File: src/rtl/ldiag_pkg.sv
package ldiag_pkg;

  typedef enum logic [1:0] {
    ST_NORM  = 2'b00,
    ST_COMP  = 2'b01,
    ST_TRUE  = 2'b10,
    ST_MAJOR = 2'b11
  } diag_e;

  localparam int NUM_SRC  = 3;
  localparam int SRC_DIFF = 0;
  localparam int SRC_TRUE = 1;
  localparam int SRC_COMP = 2;

  localparam logic [1:0] MODE_AUTO = 2'b11;

endpackage

File: src/rtl/ldiag_period_timer.sv
module ldiag_period_timer #(
  parameter int SEL_W      = 4,
  parameter int BASE_SHIFT = 6
) (
  input  logic             clk,
  input  logic             rst,
  input  logic             restart,
  input  logic [SEL_W-1:0] sel,
  output logic             tick
);

  localparam int CNT_W = BASE_SHIFT + (1 << SEL_W);
  localparam logic [CNT_W-1:0] ONE = {{(CNT_W-1){1'b0}}, 1'b1};

  logic [CNT_W-1:0] cnt;
  logic [CNT_W-1:0] last;
  logic             at_end;

  // last count of a period of 2^(sel+BASE_SHIFT) clocks
  always_comb begin
    last   = (ONE << (BASE_SHIFT + int'(sel))) - ONE;
    at_end = (cnt >= last);
  end

  always_ff @(posedge clk) begin
    if (rst || restart) begin
      cnt <= '0;
    end else if (at_end) begin
      cnt <= '0;
    end else begin
      cnt <= cnt + ONE;
    end
  end

  assign tick = at_end && !restart;

endmodule

File: src/rtl/ldiag_edge_counter.sv
module ldiag_edge_counter #(
  parameter int SAT = 4
) (
  input  logic clk,
  input  logic rst,
  input  logic clear,
  input  logic din,
  output logic enough
);

  localparam int CW = $clog2(SAT + 1);
  localparam logic [CW-1:0] SAT_V = CW'(SAT);

  logic          prev;
  logic [CW-1:0] cnt;
  logic [CW-1:0] cnt_inc;
  logic          edge_now;

  always_comb begin
    edge_now = din ^ prev;
    cnt_inc  = cnt;
    if (edge_now && (cnt < SAT_V)) begin
      cnt_inc = cnt + CW'(1);
    end
    enough = (cnt_inc >= SAT_V);
  end

  always_ff @(posedge clk) begin
    if (rst) begin
      prev <= 1'b1;
      cnt  <= '0;
    end else begin
      prev <= din;
      cnt  <= clear ? '0 : cnt_inc;
    end
  end

endmodule

File: src/rtl/ldiag_echo_check.sv
module ldiag_echo_check (
  input  logic clk,
  input  logic rst,
  input  logic tx_data,
  input  logic tx_active,
  input  logic rx_true,
  input  logic rx_comp,
  output logic sample,
  output logic true_bad,
  output logic comp_bad
);

  logic tx_prev;

  always_ff @(posedge clk) begin
    if (rst) begin
      tx_prev <= 1'b1;
    end else begin
      tx_prev <= tx_data;
    end
  end

  always_comb begin
    sample   = tx_active && tx_data && !tx_prev;
    true_bad = sample && (rx_true != tx_data);
    comp_bad = sample && (rx_comp != tx_data);
  end

endmodule

File: src/rtl/ldiag_selector.sv
module ldiag_selector
  import ldiag_pkg::*;
#(
  parameter int SEL_W      = 4,
  parameter int BASE_SHIFT = 6,
  parameter int EDGE_MIN   = 4
) (
  input  logic             clk,
  input  logic             rst,
  input  logic             rx_diff,
  input  logic             rx_true,
  input  logic             rx_comp,
  input  logic             tx_data,
  input  logic             tx_active,
  input  logic [1:0]       mode,
  input  logic [SEL_W-1:0] period_sel,
  output logic             rx_sel,
  output logic [1:0]       diag_status
);

  logic [1:0]         mode_q;
  logic               mode_chg;
  logic               period_tick;
  logic               echo_sample;
  logic               t_bad;
  logic               c_bad;
  logic [NUM_SRC-1:0] src_vec;
  logic [NUM_SRC-1:0] src_ok;
  diag_e              st_q;
  diag_e              st_n;

  assign mode_chg = (mode != mode_q);

  always_comb begin
    src_vec           = '0;
    src_vec[SRC_DIFF] = rx_diff;
    src_vec[SRC_TRUE] = rx_true;
    src_vec[SRC_COMP] = rx_comp;
  end

  ldiag_period_timer #(
    .SEL_W      (SEL_W),
    .BASE_SHIFT (BASE_SHIFT)
  ) u_timer (
    .clk     (clk),
    .rst     (rst),
    .restart (mode_chg),
    .sel     (period_sel),
    .tick    (period_tick)
  );

  for (genvar g = 0; g < NUM_SRC; g++) begin : g_edge
    ldiag_edge_counter #(
      .SAT (EDGE_MIN)
    ) u_cnt (
      .clk    (clk),
      .rst    (rst),
      .clear  (period_tick || mode_chg),
      .din    (src_vec[g]),
      .enough (src_ok[g])
    );
  end

  ldiag_echo_check u_echo (
    .clk       (clk),
    .rst       (rst),
    .tx_data   (tx_data),
    .tx_active (tx_active),
    .rx_true   (rx_true),
    .rx_comp   (rx_comp),
    .sample    (echo_sample),
    .true_bad  (t_bad),
    .comp_bad  (c_bad)
  );

  // next diagnosis state
  always_comb begin
    st_n = st_q;
    if (mode != MODE_AUTO) begin
      st_n = diag_e'(mode);
    end else if (mode_chg) begin
      st_n = ST_NORM;
    end else if (t_bad || c_bad) begin
      unique case (st_q)
        ST_NORM: begin
          if (t_bad && c_bad) st_n = ST_MAJOR;
          else if (t_bad)     st_n = ST_COMP;
          else                st_n = ST_TRUE;
        end
        ST_COMP:  if (c_bad) st_n = ST_MAJOR;
        ST_TRUE:  if (t_bad) st_n = ST_MAJOR;
        default:  st_n = st_q;
      endcase
    end else if (period_tick) begin
      unique case (st_q)
        ST_NORM:  if (!src_ok[SRC_DIFF]) st_n = ST_MAJOR;
        ST_COMP:  if (!src_ok[SRC_COMP]) st_n = ST_MAJOR;
        ST_TRUE:  if (!src_ok[SRC_TRUE]) st_n = ST_MAJOR;
        default: begin
          if (src_ok[SRC_TRUE])      st_n = ST_TRUE;
          else if (src_ok[SRC_COMP]) st_n = ST_COMP;
          else                       st_n = ST_MAJOR;
        end
      endcase
    end
  end

  always_ff @(posedge clk) begin
    if (rst) begin
      mode_q <= mode;
      st_q   <= ST_NORM;
      rx_sel <= 1'b1;
    end else begin
      mode_q <= mode;
      st_q   <= st_n;
      unique case (st_q)
        ST_COMP: rx_sel <= rx_comp;
        ST_TRUE: rx_sel <= rx_true;
        default: rx_sel <= rx_diff;
      endcase
    end
  end

  assign diag_status = st_q;

endmodule

File: config.mk
export PLATFORM = sky130hd
export DESIGN_NAME = ldiag_selector
export DESIGN_NICKNAME = d
export VERILOG_FILES = /design/src/rtl/ldiag_pkg.sv /design/src/rtl/ldiag_period_timer.sv /design/src/rtl/ldiag_edge_counter.sv /design/src/rtl/ldiag_echo_check.sv /design/src/rtl/ldiag_selector.sv
export SDC_FILE = /design/constraint.sdc
export NUM_CORES = 1
export LEC_CHECK = 0
export BUFFER_PORTS_ARGS = -buffer_cell sky130_fd_sc_hd__buf_4
export CAP_MARGIN = 30
export CELL_PAD_IN_SITES_DETAIL_PLACEMENT = 1
export CELL_PAD_IN_SITES_GLOBAL_PLACEMENT = 1
export CORE_MARGIN = 8
export CORE_UTILIZATION = 36
export DETAILED_ROUTE_END_ITERATION = 10
export PLACE_DENSITY_LB_ADDON = 0.1
export SYNTH_ARGS = -nofsm -noshare
export SYNTH_HDL_FRONTEND = slang
export SYNTH_SLANG_ARGS = --single-unit
File: constraint.sdc
create_clock -name clk -period 7.97 [get_ports clk]
set_input_delay 0.3985 -clock clk [delete_from_list [all_inputs] [get_ports clk]]
set_output_delay 0.3985 -clock clk [all_outputs]
set_load 0.01 [all_outputs]
==> run summary, run 1 <==
CP Launch Type -> input pin
Clock Skews -> 7.34 ps
Synth unique cells -> 49
RR Endpoint -> g_edge[0].u_cnt.cnt[1]
Drt first pass iters -> 4
GRT Util Overall -> 12.2%
Worst Path Max Fanout -> 31
Most common cell in the netlist -> nor2_1
Total power -> 0.417 mW
Reg2Reg Depth -> 6
Warnings, synthesis -> 0
Tmin final -> 4290 ps
Number of global-route vias before repair -> 2,367
Gpl congestion -> 0.769
Core footprint -> 7610 sq um
Post-Synthesis Cells -> 334
Worst Max-Slew Pin Slew -> 555 ps
WP data required -> 8180 ps
Hpwl dp -> 5100 um
Worst-skew pair later-pin latency -> 290 ps
Diode count -> 0
Final Hold Viols -> 0
Setup Fix Bufs, Post-CTS -> 0
Drt wl/cell -> 14.6 um
Leading area contributor after synthesis -> dfxtp_1
Critical path type -> input pin to flop
Seq cells post-synth -> 40
Status -> finished, final reports clean
Port Buf Inserts -> 15
Fraction of registers with async set/reset -> 0%
Hold Crit Class -> input pin to flop
Root buffer cell -> clkbuf_8
Total Wirelength -> 6500 um
Synth top cells by count -> nor2_1 (46), dfxtp_1 (40), ha_1 (32)
Period utilization -> 53.8%
Synthesized Nets -> 379
Synthesized area -> 2770 sq um
Post-CTS sizing -> 0
# nets final -> 390
Layout area overhead -> 9.00%
PnR worst setup slack -> 3680 ps
Hold-fix buffers, CTS -> 0
Final Setup Violations -> 0
Max-slew violation count -> 0
Leakage power -> 1.21 nW
F_max -> 233 MHz
First-pass GRT wire length -> 11,100 um
Sequential-to-total area share from yosys stat -> 28.9%
Pwr dens -> 138 nW/um^2
Max cap viols -> 0
Overall die width -> 104 um
Vias per Instance -> 5.14
GRT overflow -> 0
Post-synth top area share -> 28.9%
Routed vias -> 2,298
TritonCTS clock tree -> built
Avg Inst Size Synth -> 8.29 sq um
Layout cell share with drive strength beyond 1 -> 13.9%
Crit end category -> flop
Top cells by area, synth -> dfxtp_1 (29%), ha_1 (14%), nor2_1 (6.2%), xor2_1 (5.7%), xnor2_1 (4.7%)
Post-synth EDFFs -> 0
Fin Hold WS -> 253 ps
TritonCTS buffer count -> 5
Hold Path Stages -> 1
Pre-CTS setup slack -> 3350 ps
HP Start -> mode[0]
Max Buffers Root-to-Sink -> 2
Reg-to-reg setup timing slack -> 5710 ps
Antenna-violating nets left -> 0
Num ports -> 16
Most used DFF post-synth -> dfxtp_1
Final cell utilization of the core -> 39.7%
CTS H-tree depth -> 2
RSZ-0062 raised after global routing -> false
Residual DRC count -> 0
Initial Utilization -> 36.4%
Largest net degree at the start of global routing -> 32
Die ar. -> 10,700 sq um
Detailed Route Iter0 Violations -> 68
Initial antenna violation count -> 0
Fin Setup TNS -> 0 ps
WHS Endpoint -> mode_q[0]
WP data arrival -> 4510 ps
Die height -> 104 um
Clock Pin Slew Worst Setup and Hold Paths -> 70 ps
Worst R2R Start -> u_timer.cnt[21]
CTS sink cnt -> 40
Row cnt -> 32
Slew headroom -> 63.0%
Max rail drop VDD -> 0.0000651 V
## layout make-up
type                            count  area (sq um)
Inverter                           12          45.0
Sequential cell                    40           801
Clock buffer                        6          72.6
Timing Repair Buffer               15           113
Multi-Input combinational cell    271          1850
Fill cell                         924          4590
Tap cell                          102           128
Clock inverter                      1          5.00
## how the worst max path moves through the flow
stage                             start                      to  slack (ps)  cells after the start
after floorplan           period_sel[1]          diag_status[1]        4080                     21
after global placement    period_sel[1]  g_edge[0].u_cnt.cnt[1]        3490                     19
after detailed placement  period_sel[1]  g_edge[0].u_cnt.cnt[1]        3350                     19
after CTS                 period_sel[1]  g_edge[0].u_cnt.cnt[1]        3650                     19
after global routing      period_sel[1]  g_edge[0].u_cnt.cnt[1]        3300                     19
final                     period_sel[1]  g_edge[0].u_cnt.cnt[1]        3680                     19
## power by group
| group | switching [mW] | leakage [nW] | internal [mW] |
|---|---|---|---|
| Clock | 0.0691 | 0.0410 | 0.0596 |
| Sequential | 0.00322 | 0.325 | 0.204 |
| Combinational | 0.0488 | 0.845 | 0.0324 |
## layer usage
layer / vias to the layer above / track usage, % / share of wire (%) / wire length, um
met2: 20 / 21.1 / 47 / 3070
met4: 0 / 4.34 / 1.4 / 94
met1: 1084 / 14.7 / 49 / 3200
li1: 1184 / - / - / -
met3: 10 / 2.35 / 2.2 / 140
met5: - / 0 / 0 / 0
## flip-flops by register name, indices dropped and copies added (netlist names), named ones only
signal and cells:
mode_q 2, u_echo.tx_prev 1, g_edge.u_cnt.prev 3, u_timer.cnt 22, diag_status 2, g_edge.u_cnt.cnt 8, rx_sel 1
## cell families after synthesis
logic type / synth area share (%)
simple gates: 26.0
fa+ha+maj: 14.5
xor+xnor: 10.4
compound gates: 14.9
buf+inv: 4.11
mux: 1.13
flops: 28.9
## placed cells by master (no fill, tap or decap), drive strengths merged, types with 3 or more instances in the layout
cell type and n:
a221oi 3, xnor2 15, nor3 6, xor2 18
a21o 4, a211oi 3, and3 6, clkbuf 6
nand2 29, dfxtp 40, inv 12, nor2b 4
buf 15, ha 32, nor4 3, nand4 6
a21oi 21, a31oi 5, or2 7, nand3 15
nor2 55, o21ai 16
## through the flow
stage	std cells	cell area, sq um
floorplan	334	2770
global placement	440	2940
detailed placement	440	2940
CTS	447	3020
global route	447	3020
finish	447	3020
## critical path, cell delays in order
cell	delay, ps
buf_4	160
inv_1	130
ha_1	340
nor3_1	100
a21oi_2	360
nor2_1	130
nand2_1	130
ha_1	520
nand2_1	130
or2_2	290
a21oi_1	130
a31oi_1	60
ha_1	310
nand4_1	140
nor4_4	80
a22o_2	250
nor3_4	210
nand3b_4	390
a21oi_1	230
(Power assumes the default switching activity.)
==> run 2, diff against run 1 <==
==> constraint.sdc (replaced) <==
create_clock -name clk -period 4 [get_ports clk]
set_input_delay 0.2 -clock clk [delete_from_list [all_inputs] [get_ports clk]]
set_output_delay 0.2 -clock clk [all_outputs]
set_load 0.01 [all_outputs]
==> run summary, run 2 (same netlist as run 1, synthesis figures left out) <==
CTS sink cnt -> 40
Period utilization -> 87.0%
GRT Util Overall -> 12.9%
Fin Setup TNS -> 0 ps
Clock Pin Slew Worst Setup and Hold Paths -> 80 ps
Largest net degree at the start of global routing -> 32
Critical Path, Cell by Cell -> buf_4, inv_1, ha_1, nor3_1, a21oi_2, nor2_1, nand2_1, ha_2, nand2_1, or2_2, a21oi_1, a31oi_1, ha_1, nand4_1, nor4_4, a22o_2, nor3_4, a21o_1, a221oi_2
Number of global-route vias before repair -> 2,474
Port Buf Inserts -> 15
Initial antenna violation count -> 0
CP max-delay cell -> nor4_4
Pwr dens -> 273 nW/um^2
GR Layer Usage met3 -> 2.54%
Final cell utilization of the core -> 40.3%
Global routing's busiest layer -> met2
Largest register FFs -> 22
First-pass GRT wire length -> 11,700 um
Fin area -> 3070 sq um
Layout area overhead -> 10.8%
Largest Register -> u_timer.cnt
Worst Path Max Fanout -> 12
Max rail drop VDD -> 0.000128 V
TritonCTS buffer count -> 5
HP Start -> mode[0]
WP data arrival -> 3690 ps
WP data required -> 4210 ps
Commonest non-fill, non-tap cell in the layout -> nor2_1
Gpl congestion -> 0.755
Detailed Route Iter0 Violations -> 60
Slew headroom -> 64.2%
Layout cell share with drive strength beyond 1 -> 15.5%
Max stage delay on crit path -> 360 ps
Hold Crit Class -> input pin to flop
Clock Skews -> 13.5 ps
Total power -> 0.839 mW
Hpwl dp -> 4990 um
Drt first pass iters -> 4
CP startpoint -> period_sel[1]
PnR worst setup slack -> 522 ps
Die ar. -> 10,700 sq um
Max-slew violation count -> 0
Commonest non-fill, non-tap cells in the layout -> nor2_1 (46), dfxtp_1 (40), ha_1 (31)
Root buffer cell -> clkbuf_8
CP Launch Type -> input pin
Worst R2R Start -> u_timer.cnt[0]
Crit end category -> flop
Cell total after placement -> 444
Final Hold Viols -> 0
Row cnt -> 32
Hold Path Stages -> 1
Post-placement cell area -> 2980 sq um
Met2 usage -> 22.3%
Num ports -> 16
Reg-to-reg setup timing slack -> 1840 ps
Hold-fix buffers, CTS -> 0
F_max -> 287 MHz
Fin Hold WS -> 48.9 ps
Initial Utilization -> 36.4%
Top flop regs -> u_timer.cnt x22, g_edge.u_cnt.cnt x8, g_edge.u_cnt.prev x3
RR Endpoint -> diag_status[1]
CTS H-tree depth -> 2
Critical path type -> input pin to flop
RSZ-0062 raised after global routing -> false
Routed vias -> 2,307
Max cap viols -> 0
Status -> finished, final reports clean
Met1 GRT Util -> 15.7%
Total Wirelength -> 6430 um
Pre-CTS setup slack -> 98.9 ps
Tmin final -> 3480 ps
Antenna-violating nets left -> 0
Diode count -> 0
Die height -> 104 um
Overall die width -> 104 um
# nets final -> 394
Max Buffers Root-to-Sink -> 2
Worst-skew pair later-pin latency -> 290 ps
GRT overflow -> 0
Drt wl/cell -> 14.3 um
Reg2Reg Depth -> 8
Post-Layout Cell Count -> 451
Final Setup Violations -> 0
WHS Endpoint -> mode_q[0]
Leakage power -> 1.23 nW
TritonCTS clock tree -> built
Vias per Instance -> 5.12
Core footprint -> 7610 sq um
Residual DRC count -> 0
Fill cells -> 925
Worst Max-Slew Pin Slew -> 535 ps
-- run 2: cell types whose count changed in the layout (fill, tap and decap cells not counted) --
cell and delta:
buf_4 +3, a31oi_1 -1, ha_2 +1, ha_1 -1, a31oi_2 +1, buf_12 +1
-- run 2: per-layer routing --
layer,wire (um),vias to the layer above
li1,-,1192
met1,3190,1094
met2,3050,17
met3,144,4
met4,48,0
met5,0,-
-- run 2: area by class of cell --
class,count,area [sq um],share of cell area [%]
clock buffers,6,72.6,2.37
clock inverters,1,5.00,0.163
inverters,12,45.0,1.47
multi-input cells,271,1860,60.7
flip-flops and latches,40,801,26.1
well taps,102,128,4.16
repair buffers,19,155,5.06
-- run 2: how the worst max path moves through the flow --
stage | to | slack, ps | cells past startpoint
2_1_floorplan | diag_status[1] | 310 | 21
3_3_place_gp | diag_status[0] | 220 | 19
3_5_place_dp | diag_status[1] | 100 | 19
4_1_cts | diag_status[1] | 410 | 19
5_1_grt | diag_status[0] | 150 | 19
6_report | diag_status[1] | 520 | 19
-- run 2: worst max-delay path, delay by kind of cell --
kind / cells / cell delay [ps]
AOI/OAI and AO/OA: 6 / 1010
adders and majority gates: 3 / 950
buffers and inverters: 2 / 300
and+or+nand+nor: 8 / 1210
-- run 2: repair_timing --
| item | CTS | global route |
|---|---|---|
| buffers inserted | 0 | 0 |
| resized for setup | 0 | 2 |
| endpoints found under the setup margin | 0 | 1 |
-- run 2: power by group --
part	leakage, nW	switching [mW]	internal, mW
sequential	0.325	0.00632	0.406
combinational	0.868	0.0981	0.0694
clock	0.0410	0.140	0.119
==> run 3, diff against run 2 <==
--- a/config.mk
+++ b/config.mk
@@ -5,13 +5,13 @@
 export SDC_FILE = /design/constraint.sdc
 export NUM_CORES = 1
 export LEC_CHECK = 0
-export BUFFER_PORTS_ARGS = -buffer_cell sky130_fd_sc_hd__buf_4
 export CAP_MARGIN = 30
 export CELL_PAD_IN_SITES_DETAIL_PLACEMENT = 1
 export CELL_PAD_IN_SITES_GLOBAL_PLACEMENT = 1
 export CORE_MARGIN = 8
 export CORE_UTILIZATION = 36
 export DETAILED_ROUTE_END_ITERATION = 10
+export DONT_BUFFER_PORTS = 1
 export PLACE_DENSITY_LB_ADDON = 0.1
 export SYNTH_ARGS = -nofsm -noshare
 export SYNTH_HDL_FRONTEND = slang
==> run summary, run 3 (same netlist as run 1, synthesis figures left out) <==
Status -> finished, final reports clean
Max stage delay on crit path -> 350 ps
Pwr dens -> 294 nW/um^2
Tmin final -> 3300 ps
Post-CTS sizing -> 0
RSZ-0062 raised after global routing -> false
Port Buf Inserts -> 0
Worst-skew pair later-pin latency -> 290 ps
HP Start -> rx_diff
First-pass GRT wire length -> 11,600 um
Hold Path Stages -> 3
Leakage power -> 1.21 nW
Diode count -> 0
Clock Skews -> 7.78 ps
Die height -> 104 um
Die ar. -> 10,700 sq um
Vias per Instance -> 5.12
Layout cell share with drive strength beyond 1 -> 11.7%
Gpl congestion -> 0.785
Hold Crit Class -> input pin to flop
# nets final -> 387
Largest register FFs -> 22
Initial Utilization -> 36.4%
Commonest non-fill, non-tap cell in the layout -> nor2_1
Max Buffers Root-to-Sink -> 2
Final Hold Viols -> 0
Core footprint -> 7610 sq um
Worst Max-Slew Pin Slew -> 431 ps
CTS sink cnt -> 40
Post-placement cell area -> 2880 sq um
Routed vias -> 2,277
Largest net degree at the start of global routing -> 32
Slew headroom -> 70.9%
Hold-fix buffers, CTS -> 7
Period utilization -> 82.6%
Critical Path, Cell by Cell -> inv_1, ha_1, nor3_1, a21oi_2, nor2_1, nand2_1, ha_1, nand2_1, or2_2, a21oi_1, a31oi_1, ha_1, nand4_1, nor4_4, a22o_2, nor3_4, a21o_1, a221oi_2
Number of global-route vias before repair -> 2,294
Root buffer cell -> clkbuf_8
CP top delay family -> simple AND/OR/NAND/NOR gates
CP max-delay cell -> ha_1
Reg2Reg Depth -> 8
Worst path most repeated cell -> ha_1
Worst path buffer plus inverter count -> 1
Top flop regs -> u_timer.cnt x22, g_edge.u_cnt.cnt x8, g_edge.u_cnt.prev x3
F_max -> 303 MHz
WP data required -> 4200 ps
TritonCTS clock tree -> built
Final Setup Violations -> 0
CTS H-tree depth -> 2
TritonCTS buffer count -> 5
Fin area -> 3060 sq um
Max cap viols -> 0
Worst Path Max Fanout -> 12
Reg-to-reg setup timing slack -> 1790 ps
Worst R2R Start -> diag_status[0]
Commonest non-fill, non-tap cells in the layout -> nor2_1 (46), dfxtp_1 (40), ha_1 (32)
Initial antenna violation count -> 0
Layout area overhead -> 10.5%
Overall die width -> 104 um
Residual DRC count -> 0
Detailed Route Iter0 Violations -> 71
Setup Fix Bufs, Post-CTS -> 0
Max rail drop VDD -> 0.000167 V
WP data arrival -> 3510 ps
Num ports -> 16
Fin Setup TNS -> 0 ps
Hpwl dp -> 5330 um
Drt wl/cell -> 15.2 um
Total Wirelength -> 6780 um
Critical path type -> input pin to flop
GRT Util Overall -> 13.0%
Max-slew violation count -> 0
RR Endpoint -> diag_status[1]
WHS Endpoint -> rx_sel
Crit end category -> flop
Antenna-violating nets left -> 0
Clock Pin Slew Worst Setup and Hold Paths -> 90 ps
CP Launch Type -> input pin
Largest Register -> u_timer.cnt
Row cnt -> 32
GRT overflow -> 0
Drt first pass iters -> 4
[run 3: cell count changes in the layout (fill, tap and decap cells not counted), sizes merged]
cell | before | now
dlygate4sd3 | 0 | 7
buf | 19 | 5
clkinvlp | 0 | 1
clkbuf | 6 | 5
bufinv | 0 | 1
[run 3: worst reg2reg max path: stages (launching register included)]
cell	delay [ps]
dfxtp_1	460
inv_1	130
ha_1	270
a2111oi_1	410
a221oi_1	100
o22a_1	230
a21oi_2	220
a211oi_1	90
a221oi_2	220
[run 3: worst max path at each step]
| stage | from | to | slack [ps] | depth (start not counted) |
|---|---|---|---|---|
| after global placement | period_sel[1] | g_edge[0].u_cnt.cnt[1] | 460 | 20 |
| after CTS | period_sel[1] | diag_status[1] | 690 | 18 |
| after global routing | period_sel[1] | u_timer.cnt[11] | 420 | 20 |
| after detailed placement | period_sel[1] | u_timer.cnt[11] | 410 | 20 |
| final | period_sel[1] | diag_status[1] | 700 | 18 |
| after floorplan | period_sel[1] | diag_status[1] | 310 | 21 |
[run 3: report_power, final]
group | total (mW) | internal [mW] | switching (mW)
clock | 0.335 | 0.185 | 0.150
sequential | 0.415 | 0.406 | 0.00809
combinational | 0.151 | 0.0639 | 0.0869
total | 0.901 | 0.655 | 0.245
[run 3: stage by stage]
stage               hold slack [ps]  total power [mW]  setup WS [ps]  std cells  utilization (%)
floorplan                       228             0.542            307        334                -
global placement                228             0.567            465        430             37.8
detailed placement              228             0.570            406        430             37.8
CTS                             127             0.916            692        445             40.2
global route                    169             0.953            419        445             40.2
finish                          142             0.901            696        445             40.2
[run 3: metal layers]
| metal | GRT usage, % | wire (um) | vias to the layer above |
|---|---|---|---|
| li1 | - | - | 1182 |
| met1 | 17.9 | 3620 | 1068 |
| met2 | 19.8 | 2890 | 17 |
| met3 | 2.17 | 155 | 10 |
| met4 | 4.55 | 111 | 0 |
| met5 | 0 | 0 | - |
[run 3: area by class of cell]
cell class / instances / area [sq um]
fill: 917 / 4550
multi-input combinational: 271 / 1850
tap: 102 / 128
clock inverter: 3 / 42.5
timing repair buffer: 12 / 120
clock buffer: 5 / 68.8
sequential: 40 / 801
inverter: 12 / 45.0
